File: src/rtl/rxf_pkg.sv
// Shared types for the receive address filter.
// Reason codes are part of the block's interface; values are fixed.
package rxf_pkg;
    typedef enum logic [2:0] {
        RSN_DISABLED  = 3'd0,
        RSN_PROMISC   = 3'd1,
        RSN_STATION   = 3'd2,
        RSN_BCAST     = 3'd3,
        RSN_HASH_HIT  = 3'd4,
        RSN_HASH_MISS = 3'd5,
        RSN_NO_MATCH  = 3'd6
    } reason_e;

    localparam int          CRC_W      = 32;
    localparam logic [31:0] CRC_POLY   = 32'hEDB88320;
    localparam logic [31:0] CRC_PRESET = 32'hFFFFFFFF;
endpackage

File: src/rtl/rxf_crc_step.sv
// Reflected CRC advanced one byte per accepted beat.
// Assumes: start and step come from the frame tracker; start implies step.
// crc_next includes the current byte so the last byte needs no extra cycle.
module rxf_crc_step #(
    parameter int                BYTE_W = 8,
    parameter int                CRC_W  = 32,
    parameter logic [CRC_W-1:0]  POLY   = 32'hEDB88320,
    parameter logic [CRC_W-1:0]  PRESET = 32'hFFFFFFFF
) (
    input  logic              clk,
    input  logic              rst_n,
    input  logic              start,
    input  logic              step,
    input  logic [BYTE_W-1:0] din,
    output logic [CRC_W-1:0]  crc_next
);
    logic [CRC_W-1:0] crc_q;
    logic [CRC_W-1:0] c;
    logic             fb;

    // Shift the current byte through the CRC, LSB first.
    always_comb begin
        c = start ? PRESET : crc_q;
        fb = 1'b0;
        for (int b = 0; b < BYTE_W; b++) begin
            fb = c[0] ^ din[b];
            c  = c >> 1;
            if (fb) c = c ^ POLY;
        end
        crc_next = c;
    end

    // Hold the running CRC between beats.
    always_ff @(posedge clk) begin
        if (!rst_n)    crc_q <= PRESET;
        else if (step) crc_q <= crc_next;
    end
endmodule

File: src/rtl/rxf_addr_track.sv
// Streaming comparison of destination bytes against the station address
// and the all-ones broadcast address.
// Assumes: station word w holds byte 2w in its upper byte, 2w+1 in its lower.
module rxf_addr_track #(
    parameter int BYTE_W    = 8,
    parameter int NUM_BYTES = 6,
    parameter int WORD_W    = 16,
    parameter int CNT_W     = 3
) (
    input  logic                        clk,
    input  logic                        rst_n,
    input  logic                        start,
    input  logic                        step,
    input  logic [CNT_W-1:0]            idx,
    input  logic [BYTE_W-1:0]           din,
    input  logic [NUM_BYTES*BYTE_W-1:0] sta_addr,
    output logic                        sta_hit_next,
    output logic                        bc_hit_next
);
    localparam int BPW = WORD_W / BYTE_W;

    logic [BYTE_W-1:0] sta_bytes [NUM_BYTES];
    logic              sta_q, bc_q;
    logic              sta_prev, bc_prev;

    // Unpack station words into destination byte order.
    for (genvar i = 0; i < NUM_BYTES; i++) begin : g_sta
        assign sta_bytes[i] =
            sta_addr[(i / BPW) * WORD_W + (BPW - 1 - (i % BPW)) * BYTE_W +: BYTE_W];
    end

    // Fold the present byte into the match flags.
    always_comb begin
        sta_prev     = start ? 1'b1 : sta_q;
        bc_prev      = start ? 1'b1 : bc_q;
        sta_hit_next = sta_prev & (din == sta_bytes[idx]);
        bc_hit_next  = bc_prev & (&din);
    end

    // Keep the flags across beats of one address.
    always_ff @(posedge clk) begin
        if (!rst_n) begin
            sta_q <= 1'b0;
            bc_q  <= 1'b0;
        end else if (step) begin
            sta_q <= sta_hit_next;
            bc_q  <= bc_hit_next;
        end
    end
endmodule

File: src/rtl/rxf_decide.sv
// Fixed-priority decision: disabled, promiscuous, station, broadcast, hash.
// Assumes: hash_tbl word k occupies bits 16k+15:16k, so the index is a flat bit number.
module rxf_decide
    import rxf_pkg::*;
#(
    parameter int HASH_IDX_W = 6
) (
    input  logic                     rx_en,
    input  logic                     promisc,
    input  logic                     hash_en,
    input  logic                     sta_hit,
    input  logic                     bc_hit,
    input  logic [HASH_IDX_W-1:0]    hash_idx,
    input  logic [2**HASH_IDX_W-1:0] hash_tbl,
    output logic                     accept,
    output reason_e                  reason
);
    // Walk the rules in priority order.
    always_comb begin
        if (!rx_en) begin
            accept = 1'b0; reason = RSN_DISABLED;
        end else if (promisc) begin
            accept = 1'b1; reason = RSN_PROMISC;
        end else if (sta_hit) begin
            accept = 1'b1; reason = RSN_STATION;
        end else if (bc_hit) begin
            accept = 1'b1; reason = RSN_BCAST;
        end else if (hash_en) begin
            accept = hash_tbl[hash_idx];
            reason = hash_tbl[hash_idx] ? RSN_HASH_HIT : RSN_HASH_MISS;
        end else begin
            accept = 1'b0; reason = RSN_NO_MATCH;
        end
    end
endmodule

File: src/rtl/rx_addr_filter.sv
// Receive destination address filter top.
// Tracks byte position in the address, feeds the CRC and comparators,
// and registers one decision after the last address byte.
// Assumes: configuration is stable while an address streams in; it is
// sampled on the last address byte.
module rx_addr_filter
    import rxf_pkg::*;
#(
    parameter int BYTE_W     = 8,
    parameter int NUM_BYTES  = 6,
    parameter int WORD_W     = 16,
    parameter int HASH_WORDS = 4
) (
    input  logic                                clk,
    input  logic                                rst_n,
    input  logic                                in_valid,
    input  logic                                in_sof,
    input  logic [BYTE_W-1:0]                   in_byte,
    input  logic                                cfg_rx_en,
    input  logic                                cfg_promisc,
    input  logic                                cfg_hash_en,
    input  logic [NUM_BYTES*BYTE_W-1:0]         sta_addr,
    input  logic [HASH_WORDS*WORD_W-1:0]        hash_tbl,
    output logic                                dec_valid,
    output logic                                dec_accept,
    output logic [2:0]                          dec_reason
);
    localparam int CNT_W      = $clog2(NUM_BYTES);
    localparam int HASH_IDX_W = $clog2(HASH_WORDS * WORD_W);

    logic             active;
    logic [CNT_W-1:0] cnt;
    logic [CNT_W-1:0] cur_idx;
    logic             start, step, last;
    logic [CRC_W-1:0] crc_next;
    logic             sta_hit, bc_hit, acc_c;
    reason_e          rsn_c;
    reason_e          rsn_q;

    // Classify the present beat.
    always_comb begin
        start   = in_valid & in_sof;
        step    = in_valid & (in_sof | active);
        cur_idx = in_sof ? '0 : cnt;
        last    = step & (cur_idx == CNT_W'(NUM_BYTES - 1));
    end

    // Byte position within the address; closes after the last byte.
    always_ff @(posedge clk) begin
        if (!rst_n) begin
            active <= 1'b0;
            cnt    <= '0;
        end else if (step) begin
            if (last) begin
                active <= 1'b0;
                cnt    <= '0;
            end else begin
                active <= 1'b1;
                cnt    <= cur_idx + 1'b1;
            end
        end
    end

    rxf_crc_step #(
        .BYTE_W (BYTE_W),
        .CRC_W  (CRC_W),
        .POLY   (CRC_POLY),
        .PRESET (CRC_PRESET)
    ) u_crc (
        .clk      (clk),
        .rst_n    (rst_n),
        .start    (start),
        .step     (step),
        .din      (in_byte),
        .crc_next (crc_next)
    );

    rxf_addr_track #(
        .BYTE_W    (BYTE_W),
        .NUM_BYTES (NUM_BYTES),
        .WORD_W    (WORD_W),
        .CNT_W     (CNT_W)
    ) u_track (
        .clk          (clk),
        .rst_n        (rst_n),
        .start        (start),
        .step         (step),
        .idx          (cur_idx),
        .din          (in_byte),
        .sta_addr     (sta_addr),
        .sta_hit_next (sta_hit),
        .bc_hit_next  (bc_hit)
    );

    rxf_decide #(
        .HASH_IDX_W (HASH_IDX_W)
    ) u_decide (
        .rx_en    (cfg_rx_en),
        .promisc  (cfg_promisc),
        .hash_en  (cfg_hash_en),
        .sta_hit  (sta_hit),
        .bc_hit   (bc_hit),
        .hash_idx (crc_next[CRC_W-1 -: HASH_IDX_W]),
        .hash_tbl (hash_tbl),
        .accept   (acc_c),
        .reason   (rsn_c)
    );

    // Register the decision one cycle after the last address byte.
    always_ff @(posedge clk) begin
        if (!rst_n) begin
            dec_valid  <= 1'b0;
            dec_accept <= 1'b0;
            rsn_q      <= RSN_DISABLED;
        end else begin
            dec_valid <= last;
            if (last) begin
                dec_accept <= acc_c;
                rsn_q      <= rsn_c;
            end
        end
    end

    assign dec_reason = rsn_q;

    // a disabled receiver rejects at the decision.
    assert_disabled_drop_R1: assert property (@(posedge clk) disable iff (!rst_n)
        (last && !cfg_rx_en) |=> (dec_valid && !dec_accept && dec_reason == RSN_DISABLED));

    // promiscuous mode accepts at the decision.
    assert_promisc_accept_R2: assert property (@(posedge clk) disable iff (!rst_n)
        (last && cfg_rx_en && cfg_promisc) |=> (dec_valid && dec_accept && dec_reason == RSN_PROMISC));

    // the strobe lasts one cycle.
    assert_strobe_single_R7: assert property (@(posedge clk) disable iff (!rst_n)
        dec_valid |=> !dec_valid);

    // a strobe is always preceded by a valid byte.
    assert_strobe_needs_byte_R7: assert property (@(posedge clk) disable iff (!rst_n)
        dec_valid |-> $past(in_valid));
endmodule

File: config.mk
export PLATFORM = sky130hd
export DESIGN_NAME = rx_addr_filter
export DESIGN_NICKNAME = d
export VERILOG_FILES = /design/src/rtl/rxf_pkg.sv /design/src/rtl/rxf_crc_step.sv /design/src/rtl/rxf_addr_track.sv /design/src/rtl/rxf_decide.sv /design/src/rtl/rx_addr_filter.sv
export SDC_FILE = /design/constraint.sdc
export NUM_CORES = 1
export LEC_CHECK = 0
export BUFFER_PORTS_ARGS = -buffer_cell sky130_fd_sc_hd__buf_2
export CAP_MARGIN = 5
export CORE_MARGIN = 10
export CORE_UTILIZATION = 52
export CTS_CLUSTER_SIZE = 40
export DETAILED_ROUTE_END_ITERATION = 10
export GPL_TIMING_DRIVEN = 1
export HOLD_SLACK_MARGIN = 0.06
export PLACE_DENSITY = 0.9
export SKIP_LAST_GASP = 1
export SLEW_MARGIN = 40
export SYNTH_ARGS = -nofsm -noshare
export SYNTH_HDL_FRONTEND = slang
export SYNTH_SLANG_ARGS = --single-unit
File: constraint.sdc
create_clock -name clk -period 3.63 [get_ports clk]
set_clock_uncertainty 0.2 [all_clocks]
set_input_delay 0.363 -clock clk [delete_from_list [all_inputs] [get_ports clk]]
set_output_delay 0.363 -clock clk [all_outputs]
set_load 0.02 [all_outputs]
**After elaboration in Yosys (flattened, before gate mapping)**

Index checks and enable logic that the tools add are counted.

- $add $sub $neg: 1
- Order comparisons: 2
- Equal/unequal tests: 2
- Multiplexer cells: 30
- Bitwise gates (word level): 23
- Reductions and logical operators: 1

Operator list:

| cell | count |
|---|---|
| 2-to-1 mux 32 bit | 9 |
| inverter 13 -> 14 bit | 8 |
| binary-select mux 8 bit (select 3 bit) | 1 |
| 2-to-1 mux 3 bit | 7 |
| 2-to-1 mux 8 bit | 2 |
| 2-to-1 mux 1 bit | 10 |
| equality test 8 bit | 1 |
| AND reduction 8 bit | 1 |
| bitwise XOR 1 bit | 8 |
| less-than comparator 6 x 7 -> 1 bit, second input constant | 1 |
| binary-select mux 1 bit (select 6 bit) | 1 |
| AND 1 bit | 5 |
| greater-or-equal comparator 4 bit, second input constant | 1 |
| inverter 3 -> 4 bit | 1 |
| adder 3 x 1 -> 3 bit, second input constant | 1 |
| equality test 3 bit, second input constant | 1 |
| OR 1 bit | 1 |

- Register bits: 43
- Input port bits: 127

**Depth between registers and ports, before layout**

- Depth after elaboration: 26
- Mapped depth: 13
- Mapped depth without buffers: 11

**Modules after synthesis**

Synthesis repeated with hierarchy kept, for this count alone.

- Cell total of the unflattened synthesis: 465
- Area total of the unflattened synthesis: 4206.5 um^2

Modules (own cells, without submodules):

| module | instances | cells each | area each (um^2) | seq. area each (um^2) |
|---|---|---|---|---|
| rxf_crc_step | 1 | 301 | 2462.4 | 640.6 |
| rxf_decide | 1 | 56 | 674.4 | 0.0 |
| rxf_addr_track | 1 | 70 | 654.4 | 40.0 |
| rx_addr_filter | 1 | 38 | 415.4 | 180.2 |

**Least setup slack after synthesis**

Ideal clock, no wire load.

- Path type: input to register
- Start point: in in_sof
- End point: reg rsn_q[0], in the netlist dec_reason[0]
- Setup time: 120 ps
- Arrival time: 2989 ps
- Required time: 3310 ps
- Slack: 321 ps
- Stages: 12
- Cells stage by stage: buf_4 -> a21oi_2 -> xnor2_4 -> xnor3_1 -> xnor3_1 -> buf_6 -> mux2_4 -> o221a_1 -> o221ai_2 -> a2111oi_2 -> nor3_2 -> o31a_1

- Longest elaborated chain between the ends: 23

Ends and longest elaborated chain:

| what | line | text |
|---|---|---|
| start, declared | rx_addr_filter.sv:17 | `input logic in_sof,` |
| AND 1 bit | rx_addr_filter.sv:42 | `start = in_valid & in_sof;` |
| 2-to-1 mux 32 bit | rxf_crc_step.sv:23 | `c = start ? PRESET : crc_q;` |
| 2-to-1 mux 32 bit (2 in series) | rxf_crc_step.sv:28 | `if (fb) c = c ^ POLY;` |
| bitwise XOR 1 bit | rxf_crc_step.sv:26 | `fb = c[0] ^ din[b];` |
| 2-to-1 mux 32 bit | rxf_crc_step.sv:28 |  |
| inverter 13 -> 14 bit (no line) | n/a |  |
| 2-to-1 mux 32 bit | rxf_crc_step.sv:28 |  |
| inverter 13 -> 14 bit (no line) | n/a |  |
| [6 not listed] | n/a |  |
| binary-select mux 1 bit (select 6 bit) | rxf_decide.sv:30 | `reason = hash_tbl[hash_idx] ? RSN_HASH_HIT : RSN_HASH_MISS;` |
| 2-to-1 mux 1 bit (implied by the code) | rxf_decide.sv:30 |  |
| 2-to-1 mux 1 bit | rxf_decide.sv:30 |  |
| 2-to-1 mux 3 bit | rxf_decide.sv:28 | `end else if (hash_en) begin` |
| 2-to-1 mux 3 bit | rxf_decide.sv:26 | `end else if (bc_hit) begin` |
| 2-to-1 mux 3 bit | rxf_decide.sv:24 | `end else if (sta_hit) begin` |
| 2-to-1 mux 3 bit | rxf_decide.sv:22 | `end else if (promisc) begin` |
| 2-to-1 mux 3 bit | rxf_decide.sv:20 | `if (!rx_en) begin` |
| end signal, assigned | rx_addr_filter.sv:119 | `rsn_q <= rsn_c;` |
| end, declared | rx_addr_filter.sv:38 | `reason_e rsn_q;` |

Several ways; a longest one is shown, not always the timed one. The select of a mux whose other input is x is not followed.
A chain may end at the register's enable or synchronous reset.

**Worst setup path after layout**

- Start point: reg u_crc.crc_q[1]
- End point: reg rsn_q[0], in the netlist dec_reason[0]

- Longest elaborated chain between the ends: 19

Ends and longest elaborated chain:

| what | line | text |
|---|---|---|
| start, declared | rxf_crc_step.sv:17 | `logic [CRC_W-1:0] crc_q;` |
| start signal, assigned | rxf_crc_step.sv:36 | `else if (step) crc_q <= crc_next;` |
| 2-to-1 mux 32 bit | rxf_crc_step.sv:23 |  |
| 2-to-1 mux 32 bit | rxf_crc_step.sv:28 |  |
| bitwise XOR 1 bit | rxf_crc_step.sv:26 |  |
| 2-to-1 mux 32 bit (6 in series) | rxf_crc_step.sv:28 |  |
| bitwise XOR 1 bit | rxf_crc_step.sv:26 |  |
| 2-to-1 mux 32 bit | rxf_crc_step.sv:28 |  |
| binary-select mux 1 bit (select 6 bit) | rxf_decide.sv:30 |  |
| 2-to-1 mux 1 bit (implied by the code) | rxf_decide.sv:30 |  |
| 2-to-1 mux 1 bit | rxf_decide.sv:30 |  |
| 2-to-1 mux 3 bit | rxf_decide.sv:28 |  |
| 2-to-1 mux 3 bit | rxf_decide.sv:26 |  |
| 2-to-1 mux 3 bit | rxf_decide.sv:24 |  |
| 2-to-1 mux 3 bit | rxf_decide.sv:22 |  |
| 2-to-1 mux 3 bit | rxf_decide.sv:20 |  |

Every way passes these cells. The select of a mux whose other input is x is not followed.

==> impl_metrics.ini <==
[clock_network]
cts_setup_buffers = 0
tritoncts = yes
htree_num_levels = 2
clkSinkCount = 43
cts_resized = 0
ctsHoldBuffers = 0
cts_root_buffer = clkbuf_8
numCtsBuffers = 5
cts.reportedPaths.clkPinSlew_ns = 0.09
worstSkewPairLatency_ns = 0.30
clock_path_buffers = 2

[logic_synthesis]
synth_seq_cells = 43
yosys.cell_types.count = 56
yosys.area.top_type = dfxtp_1
ys_seq_area_frac = 0.217
synth_edf_count = 0
synth_top_area_frac = 0.217
postSynthCellCount = 505
syn-num-nets = 634
ys.flop_type = dfxtp_1
yosys-top-cells-area = dfxtp_1 22%, xnor2_1 16%, nand2_1 9.3%
synth_area_um2 = 3970
syn_avg_cell_area_um2 = 7.87
ys_warn_count = 0
synthArstFlopShare = 0

[floorplan]
core_um2 = 7330
die_x_um = 107
row_count = 31
start_util = 0.542
io_pins = 132
fp.dieArea_um2 = 11500
die_h_um = 107

[power_and_ir_drop]
p_leak_nw = 2.14
p_total_mw = 2.60
powerDensity_nw_per_um2 = 541
clockPowerShare = 0.126
p_switching_mw = 1.14
seq_power_share = 0.220
p_int_mw = 1.46
p_sw_frac = 0.437
power.share.combinational = 0.654
ir_worst_vdd_mv = 0.387

[setup_path]
r2r_cells = 11
r2r_setup_slack_ns = 0.37
required_ns = 3.68
r2r_end = dec_reason[0]
crit_fanout = 6
crit_path_start_kind = flop
worstPathArrival_ns = 3.31
crit_type = flop to flop
r2r-start = u_crc.crc_q[1]
cp-end-kind = flop

[grt]
antenna_found_initial = 0
grtUsageTotal = 0.205
grt_pass1_vias = 4261
grt_first_pass_wirelength_um = 19700
grt_overflow = 0
grt_max_degree = 72

[sta]
finalSetupViolations = 0
tightestPinTransition_ns = 0.714
fin_setup_tns_ns = 0
slew_viol_final = 0
hold_violations = 0
rsz0062_at_grt = false
fin_crit_ns = 3.26
period_share = 0.898
relSlewSlack = 0.520
fmax_mhz = 307

[layout]
seq_area_um2 = 861
multi_input_area_um2 = 2940
fill_cells = 583
drive_gt1_frac = 0.276
postLayoutCoreUtil = 0.656
synthToLayoutAreaGrowth_pct = 21.1
final_nets = 751
diodes = 0

[drt]
postRouteAntennaNets = 0
drcViolationCount = 0
drtIter0Drc = 259
wl_per_cell_um = 16.8
drt-pass1-iter-count = 5
vias = 4142
wirelength_um = 12200
viasPerCell = 5.74

[min_path]
whs_endpoint = dec_reason[1]
holdCritStartpoint = cfg_hash_en
holdCritPathClass = primary input to flop
whs_path_depth = 3

[outcome]
status = completed

[place]
gp_congestion = 0.919
portBuffers = 131
hpwl_um = 9560

[flow_run]
cap_viol_max_count = 0
[layer usage]
metal | GRT usage | wire, um | up-vias | part of all wire
met5 | 0 | 0 | - | 0
met4 | 0.0668 | 256 | 0 | 0.021
met2 | 0.361 | 5930 | 220 | 0.49
met3 | 0.0533 | 1080 | 23 | 0.089
li1 | - | - | 1976 | -
met1 | 0.236 | 4880 | 1923 | 0.40
[flip-flops by register name (all words and copies together), names as in the netlist]
| name | cells |
|---|---|
| u_track.sta_q | 1 |
| dec_reason | 3 |
| dec_accept | 1 |
| dec_valid | 1 |
| cnt | 3 |
| u_crc.crc_q | 32 |
| u_track.bc_q | 1 |
| active | 1 |
[layout by cell type, fill, tap and decap left out, types with 2 or more instances in the layout]
| master | count |
|---|---|
| dfxtp_1 | 43 |
| xor2_1 | 23 |
| nor4_1 | 2 |
| o22ai_1 | 12 |
| and2_1 | 5 |
| nor3_1 | 4 |
| a311oi_1 | 2 |
| a32oi_1 | 5 |
| nand2b_1 | 2 |
| xor2_4 | 2 |
| mux2_2 | 4 |
| a31oi_1 | 7 |
| xnor2_4 | 2 |
| o22a_1 | 5 |
| a21oi_1 | 13 |
| inv_1 | 3 |
| nand4_1 | 3 |
| buf_2 | 131 |
| clkbuf_8 | 6 |
| mux2i_1 | 30 |
| ha_1 | 2 |
| xnor2_1 | 72 |
| nor2_1 | 41 |
| o21ai_0 | 8 |
| o221ai_1 | 2 |
| xnor3_1 | 4 |
| nor2b_1 | 5 |
| a22oi_1 | 3 |
| buf_4 | 16 |
| o211ai_1 | 30 |
| and3_1 | 4 |
| nand3_1 | 10 |
| nand2_1 | 98 |
[kinds of logic after synthesis]
family          after synthesis  share of synthesized area
simple gates                178                      0.190
xor+xnor                    105                      0.268
compound gates              101                      0.182
flops                        43                      0.217
buf+inv                      41                     0.0463
mux                          35                     0.0907
fa+ha+maj                     2                    0.00630
[cell type report]
type                       count  share of cell area
clock inverter                 1             0.00182
timing repair buffer         147               0.161
multi-input combinational    421               0.611
tap                           99              0.0257
clock buffer                   7              0.0179
sequential                    43               0.179
inverter                       4             0.00312
[power by group through the flow]
stage / Clock (mW) / Combinational, mW / Sequential (mW)
detailed placement: 0 / 1.68 / 0.582
finish: 0.327 / 1.70 / 0.573
global route: 0.349 / 1.84 / 0.579
global placement: 0 / 1.62 / 0.578
CTS: 0.328 / 1.69 / 0.572
floorplan: 0 / 1.34 / 0.561
[synth_stat cells, drive strengths merged (4+ instances only)]
| master | number |
|---|---|
| nor2 | 41 |
| buf | 18 |
| o211ai | 30 |
| and3 | 4 |
| mux2 | 5 |
| a21oi | 14 |
| o22a | 5 |
| nor3 | 5 |
| xnor3 | 4 |
| mux2i | 30 |
| o22ai | 12 |
| o21ai | 10 |
| a31oi | 7 |
| xor2 | 26 |
| xnor2 | 75 |
| dfxtp | 43 |
| nor2b | 5 |
| a32oi | 5 |
| and2 | 5 |
| nand2 | 98 |
| clkbuf | 19 |
| nand3 | 10 |
[critical path, stage by stage (launching register included)]
cell     delay, ns
dfxtp_1       0.44
xor2_1        0.17
nand2_1       0.21
xnor2_1       0.49
xnor2_1       0.18
buf_4         0.16
mux2i_1       0.48
a32oi_1       0.17
and3_1        0.21
a31oi_1       0.19
and3_1        0.19
o31a_1        0.12
[worst max path at each step]
stage	start	endpoint	slack, ns
2_1_floorplan	in_sof	dec_reason[0]	0.32
3_3_place_gp	in_sof	dec_reason[0]	0.25
3_5_place_dp	in_sof	dec_reason[0]	0.17
4_1_cts	u_crc.crc_q[2]	dec_reason[0]	0.38
5_1_grt	u_crc.crc_q[1]	dec_reason[0]	0.19
6_report	u_crc.crc_q[1]	dec_reason[0]	0.37
[stage by stage]
step	setup slack, ns	std cells	area [um2]	hold slack, ns
after floorplan	0.321	505	3970	0.241
after global placement	0.255	714	4720	0.233
after detailed placement	0.174	714	4720	0.240
after CTS	0.378	722	4810	0.207
after global routing	0.193	722	4810	0.213
final	0.369	722	4810	0.204
Power figures use the tool's default switching activity.
